[config.mk]
export PLATFORM = sky130hd
export DESIGN_NAME = strfix_unit
export DESIGN_NICKNAME = d
export VERILOG_FILES = /design/src/rtl/strfix_pkg.sv /design/src/rtl/strfix_step.sv /design/src/rtl/strfix_cxadj.sv /design/src/rtl/strfix_unit.sv
export SDC_FILE = /design/constraint.sdc
export NUM_CORES = 1
export LEC_CHECK = 0
export BUFFER_PORTS_ARGS = -buffer_cell sky130_fd_sc_hd__buf_2
export CELL_PAD_IN_SITES_DETAIL_PLACEMENT = 0
export CELL_PAD_IN_SITES_GLOBAL_PLACEMENT = 1
export CORE_MARGIN = 2
export CORE_UTILIZATION = 42
export CTS_BUF_LIST = sky130_fd_sc_hd__clkbuf_8
export CTS_CLUSTER_SIZE = 28
export DETAILED_ROUTE_END_ITERATION = 10
export MAX_ROUTING_LAYER = met4
export PLACE_DENSITY = 0.79
export SYNTH_ARGS = -nofsm -noshare
export SYNTH_HDL_FRONTEND = slang
export SYNTH_SLANG_ARGS = --single-unit
[constraint.sdc]
create_clock -name clk -period 6.2 [get_ports clk]
set_input_delay 0.62 -clock clk [delete_from_list [all_inputs] [get_ports clk]]
set_output_delay 0.62 -clock clk [all_outputs]
set_load 0.01 [all_outputs]
[src/rtl/strfix_pkg.sv]
package strfix_pkg;
    localparam int DATA_W = 16;

    typedef enum logic [2:0] {
        K_STOS = 3'd0,
        K_INS  = 3'd1,
        K_SCAS = 3'd2,
        K_OUTS = 3'd3,
        K_MOVS = 3'd4,
        K_CMPS = 3'd5
    } kind_e;

    typedef enum logic [1:0] {
        S_IDLE = 2'd0,
        S_REQ  = 2'd1,
        S_WAIT = 2'd2
    } state_e;
endpackage

[src/rtl/strfix_step.sv]
module strfix_step #(
    parameter int W = 16
) (
    input  logic         df,
    input  logic         word,
    output logic [W-1:0] step
);
    logic [W-1:0] mag;

    always_comb begin
        mag  = word ? W'(2) : W'(1);
        step = df ? (~mag + W'(1)) : mag;
    end
endmodule

[src/rtl/strfix_cxadj.sv]
module strfix_cxadj
    import strfix_pkg::*;
(
    input  logic [2:0] kind,
    input  logic       rep,
    input  logic       priv,
    input  logic       second_adj,
    output logic [1:0] inc
);
    always_comb begin
        inc = 2'd0;
        if (rep) begin
            case (kind)
                K_STOS, K_SCAS, K_OUTS: inc = 2'd2;
                K_INS:                  inc = priv ? 2'd1 : 2'd2;
                K_MOVS, K_CMPS:         inc = second_adj ? 2'd2 : 2'd1;
                default:                inc = 2'd0;
            endcase
        end
    end
endmodule

[src/rtl/strfix_unit.sv]
module strfix_unit
    import strfix_pkg::*;
#(
    parameter int W = DATA_W
) (
    input  logic         clk,
    input  logic         rst_n,
    input  logic         start_i,
    input  logic [2:0]   kind_i,
    input  logic         df_i,
    input  logic         word_i,
    input  logic         rep_i,
    input  logic         ins_priv_i,
    input  logic [W-1:0] si_i,
    input  logic [W-1:0] di_i,
    input  logic [W-1:0] cx_i,
    output logic         probe_valid_o,
    input  logic         probe_ready_i,
    output logic [W-1:0] probe_addr_o,
    output logic         probe_sel_o,
    input  logic         probe_resp_valid_i,
    input  logic         probe_fault_i,
    output logic [W-1:0] si_o,
    output logic [W-1:0] di_o,
    output logic [W-1:0] cx_o,
    output logic         done_o
);
    typedef struct packed {
        state_e       st;
        logic [2:0]   kind;
        logic         df;
        logic         word;
        logic         rep;
        logic [W-1:0] si;
        logic [W-1:0] di;
        logic [W-1:0] cx;
        logic [W-1:0] cx0;
        logic         done;
    } regs_t;

    regs_t q, d;

    logic         idle;
    logic [W-1:0] step;
    logic [1:0]   cx_inc;
    logic [2:0]   op_kind;

    assign idle    = (q.st == S_IDLE);
    assign op_kind = idle ? kind_i : q.kind;

    strfix_step #(.W(W)) u_step (
        .df   (idle ? df_i   : q.df),
        .word (idle ? word_i : q.word),
        .step (step)
    );

    strfix_cxadj u_cxadj (
        .kind       (op_kind),
        .rep        (idle ? rep_i : q.rep),
        .priv       (ins_priv_i),
        .second_adj ((q.st == S_WAIT) && !probe_fault_i),
        .inc        (cx_inc)
    );

    always_comb begin
        d      = q;
        d.done = 1'b0;
        case (q.st)
            S_IDLE: begin
                if (start_i) begin
                    d.kind = kind_i;
                    d.df   = df_i;
                    d.word = word_i;
                    d.rep  = rep_i;
                    d.cx0  = cx_i;
                    d.si   = si_i;
                    d.di   = di_i;
                    d.cx   = cx_i + W'(cx_inc);
                    d.done = 1'b1;
                    case (kind_i)
                        K_STOS, K_INS:  d.di = di_i + step;
                        K_SCAS, K_OUTS: d.si = si_i + step;
                        K_MOVS: begin
                            d.si   = si_i + step;
                            d.cx   = cx_i;
                            d.done = 1'b0;
                            d.st   = S_REQ;
                        end
                        K_CMPS: begin
                            d.di   = di_i + step;
                            d.cx   = cx_i;
                            d.done = 1'b0;
                            d.st   = S_REQ;
                        end
                        default: ;
                    endcase
                end
            end
            S_REQ: begin
                if (probe_ready_i) d.st = S_WAIT;
            end
            S_WAIT: begin
                if (probe_resp_valid_i) begin
                    if (!probe_fault_i) begin
                        if (q.kind == K_MOVS) d.di = q.di + step;
                        else                  d.si = q.si + step;
                    end
                    d.cx   = q.cx + W'(cx_inc);
                    d.done = 1'b1;
                    d.st   = S_IDLE;
                end
            end
            default: d.st = S_IDLE;
        endcase
    end

    always_ff @(posedge clk) begin
        if (!rst_n) q <= '0;
        else        q <= d;
    end

    assign probe_valid_o = (q.st == S_REQ);
    assign probe_sel_o   = (q.kind == K_CMPS);
    assign probe_addr_o  = probe_sel_o ? q.di : q.si;
    assign si_o          = q.si;
    assign di_o          = q.di;
    assign cx_o          = q.cx;
    assign done_o        = q.done;

    p_probe_hold_r8: assert property (@(posedge clk) disable iff (!rst_n)
        (probe_valid_o && !probe_ready_i) |=> (probe_valid_o && $stable(probe_addr_o)));

    p_done_no_probe_r8: assert property (@(posedge clk) disable iff (!rst_n)
        done_o |-> !probe_valid_o);

    p_busy_start_ign_r9: assert property (@(posedge clk) disable iff (!rst_n)
        (probe_valid_o && start_i && !probe_ready_i) |=> (probe_valid_o && $stable(si_o) && $stable(di_o)));

    p_done_pulse_r10: assert property (@(posedge clk) disable iff (!rst_n)
        (done_o && !start_i) |=> !done_o);

    p_hold_idle_r10: assert property (@(posedge clk) disable iff (!rst_n)
        (idle && !start_i) |=> ($stable(si_o) && $stable(di_o) && $stable(cx_o)));

    p_cx_bound_r5: assert property (@(posedge clk) disable iff (!rst_n)
        done_o |-> ((cx_o - q.cx0) <= W'(2)));
endmodule

# [Word-level counts from Yosys, hierarchy flattened]
# Cells that the tools add are included.
[word_totals] in_bits=61 out_inout_bits=67 wordCells=82 reg_bits=73
[op_classes] reduce_logical=16 muxes=27 n_eq_ne=21 bitwise_logic=1 addsub=7
[op_table] cell="two-way mux 16 bit" count=7
[op_table] cell="one-hot mux 48 bit (2 select lines)" count=1
[op_table] cell="two-way mux 73 bit" count=1
[op_table] cell="adder 16 bit" count=4
[op_table] cell="two-way mux 48 bit" count=1
[op_table] cell="adder 16 x 2 -> 16 bit" count=2
[op_table] cell="two-way mux 32 bit" count=1
[op_table] cell="== test 3 bit, second input constant" count=6
[op_table] cell="adder 16 x 1 -> 16 bit, second input constant" count=1
[op_table] cell="inverter 16 bit" count=1
[op_table] cell="two-way mux 2 bit" count=7
[op_table] cell="== test 3 x 2 -> 1 bit, second input constant" count=4
[op_table] cell="one-hot mux 2 bit (3 select lines)" count=2
[op_table] cell="inequality test 2 bit, second input constant" count=5
[op_table] cell="AND reduction 5 bit" count=2
[op_table] cell="OR reduction 3 bit" count=3
[op_table] cell="== test 3 x 1 -> 1 bit, second input constant" count=2
[op_table] cell="zero test 3 bit" count=2
[op_table] cell="two-way mux 1 bit" count=5
[op_table] cell="inequality test 2 x 1 -> 1 bit, second input constant" count=2
[op_table] cell="AND reduction 4 bit" count=1
[op_table] cell="OR reduction 2 bit" count=2
[op_table] cell="two-way mux 3 bit" count=1
[op_table] cell="AND reduction 3 bit" count=1
[op_table] cell="other kinds (8)" count=8

# [Longest topological paths before layout]
[depth] ltp_word=11 mapped_depth=13 ltp_nobuf=13

# [By module]
# Synthesis repeated with hierarchy kept, for this count alone.
[hier_totals] cells_unflattened=943 area_unflattened_um2=6827.8
[modules_own_cells] mod="strfix_unit" area_each_um2=6663.9 seq_area_each_um2=1141.1 cells_per_inst=920 instances=1
[modules_own_cells] mod="strfix_step" area_each_um2=115.1 seq_area_each_um2=0.0 cells_per_inst=16 instances=1
[modules_own_cells] mod="strfix_cxadj" area_each_um2=48.8 seq_area_each_um2=0.0 cells_per_inst=7 instances=1

# [Worst setup path after synthesis]
# No wires, ideal clock.
[synth_timing] kind="register to register" start="reg q[72] in the netlist's numbering" end="reg q (netlist bit di_o[12])" stages_incl_launch_ff=13 setup_time_ps=128 synth_period_minus_slack_ps=4747 required_ps=6072 n_path_buf=0 t_arrival_ps=4619 path_slack_ps=1453 cell_sequence="dfxtp_1 -> nor2_4 -> mux2i_1 -> clkinv_1 -> ha_1 -> a21oi_1 -> o21bai_1 -> or4b_2 -> and3_1 -> o31a_1 -> or3_1 -> nand3_1 -> a21oi_1"
[synth_via] elab_chain_len=11 word_cells_on_any_way=22 cone_classes="3 x add/sub; 5 x eq/ne; 10 x mux; 1 x bitwise; 3 x reduce/logical"
[synth_rtl] element="from (decl)" line_no="strfix_unit.sv:41" text="regs_t q, d;"
[synth_rtl] element="from (signal assigned)" line_no="strfix_unit.sv:118" text="if (!rst_n) q <= '0;"
[synth_rtl] element="from (signal assigned)" line_no="strfix_unit.sv:119" text="else q <= d;"
[synth_rtl] element="zero test 2 bit" line_no="strfix_unit.sv:48, strfix_unit.sv:68"
[synth_rtl] element="two-way mux 1 bit" line_no="strfix_unit.sv:53" text=".word (idle ? word_i : q.word),"
[synth_rtl] element="two-way mux 2 bit" line_no="strfix_step.sv:11" text="mag = word ? W'(2) : W'(1);"
[synth_rtl] element="inverter 16 bit" line_no="strfix_step.sv:12" text="step = df ? (~mag + W'(1)) : mag;"
[synth_rtl] element="adder 16 x 1 -> 16 bit" line_no="strfix_step.sv:12"
[synth_rtl] element="two-way mux 16 bit" line_no="strfix_step.sv:12"
[synth_rtl] element="adder 16 bit" line_no="strfix_unit.sv:105" text="if (q.kind == K_MOVS) d.di = q.di + step;"
[synth_rtl] element="two-way mux 16 bit" line_no="strfix_unit.sv:105"
[synth_rtl] element="two-way mux 32 bit" line_no="strfix_unit.sv:104" text="if (!probe_fault_i) begin"
[synth_rtl] element="two-way mux 48 bit" line_no="strfix_unit.sv:103" text="if (probe_resp_valid_i) begin"
[synth_rtl] element="one-hot mux 48 bit (2 select lines)" line_no="strfix_unit.sv:68" text="case (q.st)"
# Several ways; a longest one is shown, not always the timed one. The select of a mux whose other input is x is not followed.
# A chain may end at the register's enable or synchronous reset.

# [Worst setup path in the final report]
[layout_timing] start="reg q[72] in the netlist's numbering" end="reg q (netlist bit si_o[15])"
[layout_via] elab_chain_len=11 word_cells_on_any_way=22 cone_classes="3 x add/sub; 5 x eq/ne; 10 x mux; 1 x bitwise; 3 x reduce/logical"
[layout_rtl] element="zero test 2 bit" line_no="strfix_unit.sv:48, strfix_unit.sv:68"
[layout_rtl] element="two-way mux 1 bit" line_no="strfix_unit.sv:53"
[layout_rtl] element="two-way mux 2 bit" line_no="strfix_step.sv:11"
[layout_rtl] element="inverter 16 bit" line_no="strfix_step.sv:12"
[layout_rtl] element="adder 16 x 1 -> 16 bit" line_no="strfix_step.sv:12"
[layout_rtl] element="two-way mux 16 bit" line_no="strfix_step.sv:12"
[layout_rtl] element="adder 16 bit" line_no="strfix_unit.sv:106" text="else d.si = q.si + step;"
[layout_rtl] element="two-way mux 16 bit" line_no="strfix_unit.sv:105"
[layout_rtl] element="two-way mux 32 bit" line_no="strfix_unit.sv:104"
[layout_rtl] element="two-way mux 48 bit" line_no="strfix_unit.sv:103"
[layout_rtl] element="one-hot mux 48 bit (2 select lines)" line_no="strfix_unit.sv:68"
# Several ways; a longest one is shown, not always the timed one. The select of a mux whose other input is x is not followed.

==> flow_summary.json <==
{
  "grt_first_pass_wirelength_um": 34900,
  "power.leakage_nw": 3.51,
  "drcViolationCount": 0,
  "synth_top_family_by_area": "compound AO/OA/AOI/OAI gates",
  "grtUsageTotal_pct": 25.6,
  "ioPinCount": 128,
  "status": "completed",
  "switching_share_pct": 38.2,
  "synth_seq_cells": 57,
  "ys_seq_area_share_pct": 16.7,
  "setup_viol": 0,
  "min_from": "q[67]",
  "drive_gt1_share_pct": 17.2,
  "p_int_mw": 0.931,
  "synth_fa_ha_area_share_pct": 13.2,
  "skew_ps": 11.2,
  "fin_crit_ps": 4460,
  "dieArea_um2": 17300,
  "cts_hold_buf": 0,
  "max_freq_mhz": 224,
  "gp_congestion": 0.888,
  "slew_violations": 0,
  "cts_max_path_buffers": 2,
  "slew_headroom_pct": 28.0,
  "yosysWarningCount": 0,
  "layout.nets": 1128,
  "cts_buffers": 9,
  "drt_iter0_markers": 472,
  "synthDistinctLibCells": 77,
  "cpPeakStageDelay_ps": 650,
  "rsz0062_at_grt": "false",
  "post-dp-hpwl_um": 16200,
  "cap_violations": 0,
  "wirelength_um": 21500,
  "cts_post_setup_buffers_inserted": 0,
  "vias_per_cell": 5.82,
  "clk_latency_ps": 370,
  "crit_path_top_delay_cell": "mux2i_1",
  "synthArstFlopShare_pct": 0,
  "die_h_um": 132,
  "synth.top_cell.area_share_pct": 16.7,
  "reg2reg_slack_ps": 1740,
  "worstPathRequired_ps": 6450,
  "die_w_um": 132,
  "start_kind": "flop",
  "wl_per_cell_um": 17.7,
  "post-route-period-util_pct": 72.0,
  "yosys.area.top_type": "dfxtp_1",
  "synth_xor_area_share_pct": 6.40,
  "ir_drop_mv": 0.0918,
  "antenna_found_initial": 0,
  "hold_ws_ps": 468,
  "synth_nets": 1061,
  "num_vias": 7095,
  "power_frac_clock_pct": 30.2,
  "avgSynthCellArea_um2": 7.34,
  "path_class": "flop to flop",
  "core.rowCount": 46,
  "synth_edf_count": 0,
  "rr_worst_depth": 13,
  "worstMarginPinSlew_ps": 1080,
  "pwr-share-seq_pct": 28.7,
  "finalSetupTns_ps": 0,
  "port_buffers": 127,
  "clk_pin_slew_ps": 70,
  "area_delta_synth_final_pct": 10.8,
  "path_common_cell": "a21oi_1",
  "cp_cell_sequence": "nor2_4 -> mux2i_1 -> inv_2 -> buf_4 -> ha_1 -> a21o_1 -> a221o_1 -> a21oi_1 -> a31oi_1 -> a211o_1 -> and3_1 -> o21ai_0 -> a21oi_1",
  "synth_mux_area_share_pct": 1.50,
  "p_per_area_nw_per_um2": 199,
  "cts.htree.levels": 3,
  "worstPathArrival_ps": 4710,
  "yosys.area_share.simple_pct": 23.7,
  "min_path_type": "flop to flop",
  "first_pass_iters": 5,
  "combPwrFrac_pct": 41.1,
  "coreArea_um2": 15900,
  "post_cts_resized": 0,
  "cts_root_buf": "clkbuf_8",
  "grt_pass1_vias": 6570,
  "utilization_pct": 47.7,
  "power_mw": 1.51,
  "drt.antenna.violating_nets": 0,
  "yosysMostFrequentCell": "nand2_1",
  "synth_cells": 932,
  "cts_tree": "built",
  "cts.sinks": 57,
  "hold_depth": 2,
  "synth_compound_area_share_pct": 30.0,
  "reg2reg_from": "q[72]",
  "final_hold_viol_count": 0,
  "r2r_end": "si_o[15]",
  "n_antenna_cell": 0,
  "power_switching_mw": 0.576,
  "synthTopCellsByCount": "nand2_1 (127), o21ai_0 (75), a21oi_1 (66)",
  "path_max_fanout": 40,
  "overflow": 0,
  "synth_area_leaders": "dfxtp_1 (17%), ha_1 (12%), nand2_1 (7.0%)",
  "synth_area_um2": 6840,
  "synth_flop_cell": "dfxtp_1",
  "endpoint_kind": "flop",
  "start_util_pct": 43.1,
  "worstHoldEndpoint": "q[67]",
  "grt_max_degree": 61
}
==> per-stage QoR <==
step | setup slack, ps | instances | instance area (um^2)
global route | 1470 | 1220 | 7580
CTS | 1740 | 1220 | 7580
global placement | 1830 | 1204 | 7340
detailed placement | 1730 | 1204 | 7340
finish | 1740 | 1220 | 7580
floorplan | 1450 | 932 | 6840
==> layout make-up <==
type	count	area (um^2)
Clock buffer	10	138
Clock inverter	6	105
Fill cell	1666	8300
Inverter	27	101
Multi-Input combinational cell	768	5120
Sequential cell	57	1140
Tap cell	216	270
Timing Repair Buffer	136	703
==> layout by cell type, fill, tap and decap left out, types with 12 or more instances in the layout <==
master	count
a21boi_0	12
nor3_1	28
a221oi_1	19
o21ai_0	75
xor2_1	13
a21oi_1	66
dfxtp_1	57
nand2_1	127
ha_1	64
and3_1	22
xnor2_1	37
a21o_1	16
nand3_1	23
inv_1	25
buf_2	127
nor2_1	61
==> worst max path at each step <==
stage / from / endpoint / slack (ps)
after floorplan: q[72] / di_o[12] / 1450
after global placement: df_i / si_o[12] / 1830
after detailed placement: df_i / si_o[12] / 1730
after CTS: q[72] / si_o[12] / 1740
after global routing: q[72] / si_o[15] / 1470
final: q[72] / si_o[15] / 1740
==> sequential cells by signal, summed over array words and instances (netlist names) <==
register	flops
si_o	16
cx_o	16
done_o	1
q	8
di_o	16
==> critical path: cells and delay by family, from the launching register on <==
kind / cells / cell delay, ps
adder cells (fa/ha/maj): 1 / 370
AO/OA/AOI/OAI: 7 / 1610
multiplexers: 1 / 650
buffers and inverters: 2 / 910
flip-flops: 1 / 380
AND/OR/NAND/NOR: 2 / 410
==> power by group through the flow <==
stage          combinational, mW  clock [mW]  sequential, mW
5_1_grt                    0.695       0.473           0.436
3_3_place_gp               0.612           0           0.442
3_5_place_dp               0.613           0           0.441
2_1_floorplan              0.478           0           0.425
4_1_cts                    0.617       0.461           0.432
6_report                   0.620       0.455           0.433
==> kinds of logic after synthesis <==
| logic type | Yosys count |
|---|---|
| compound gates | 301 |
| xor+xnor | 50 |
| fa+ha+maj | 70 |
| buf+inv | 107 |
| flops | 57 |
| mux | 10 |
| simple gates | 337 |
==> metal layers <==
layer,track usage [%],vias to the layer above,wire (um)
li1,-,3575,-
met1,33.3,3301,10100
met2,40.6,187,9830
met3,3.67,32,1040
met4,8.82,0,532
met5,-,-,0
(Power assumes the default switching activity.)
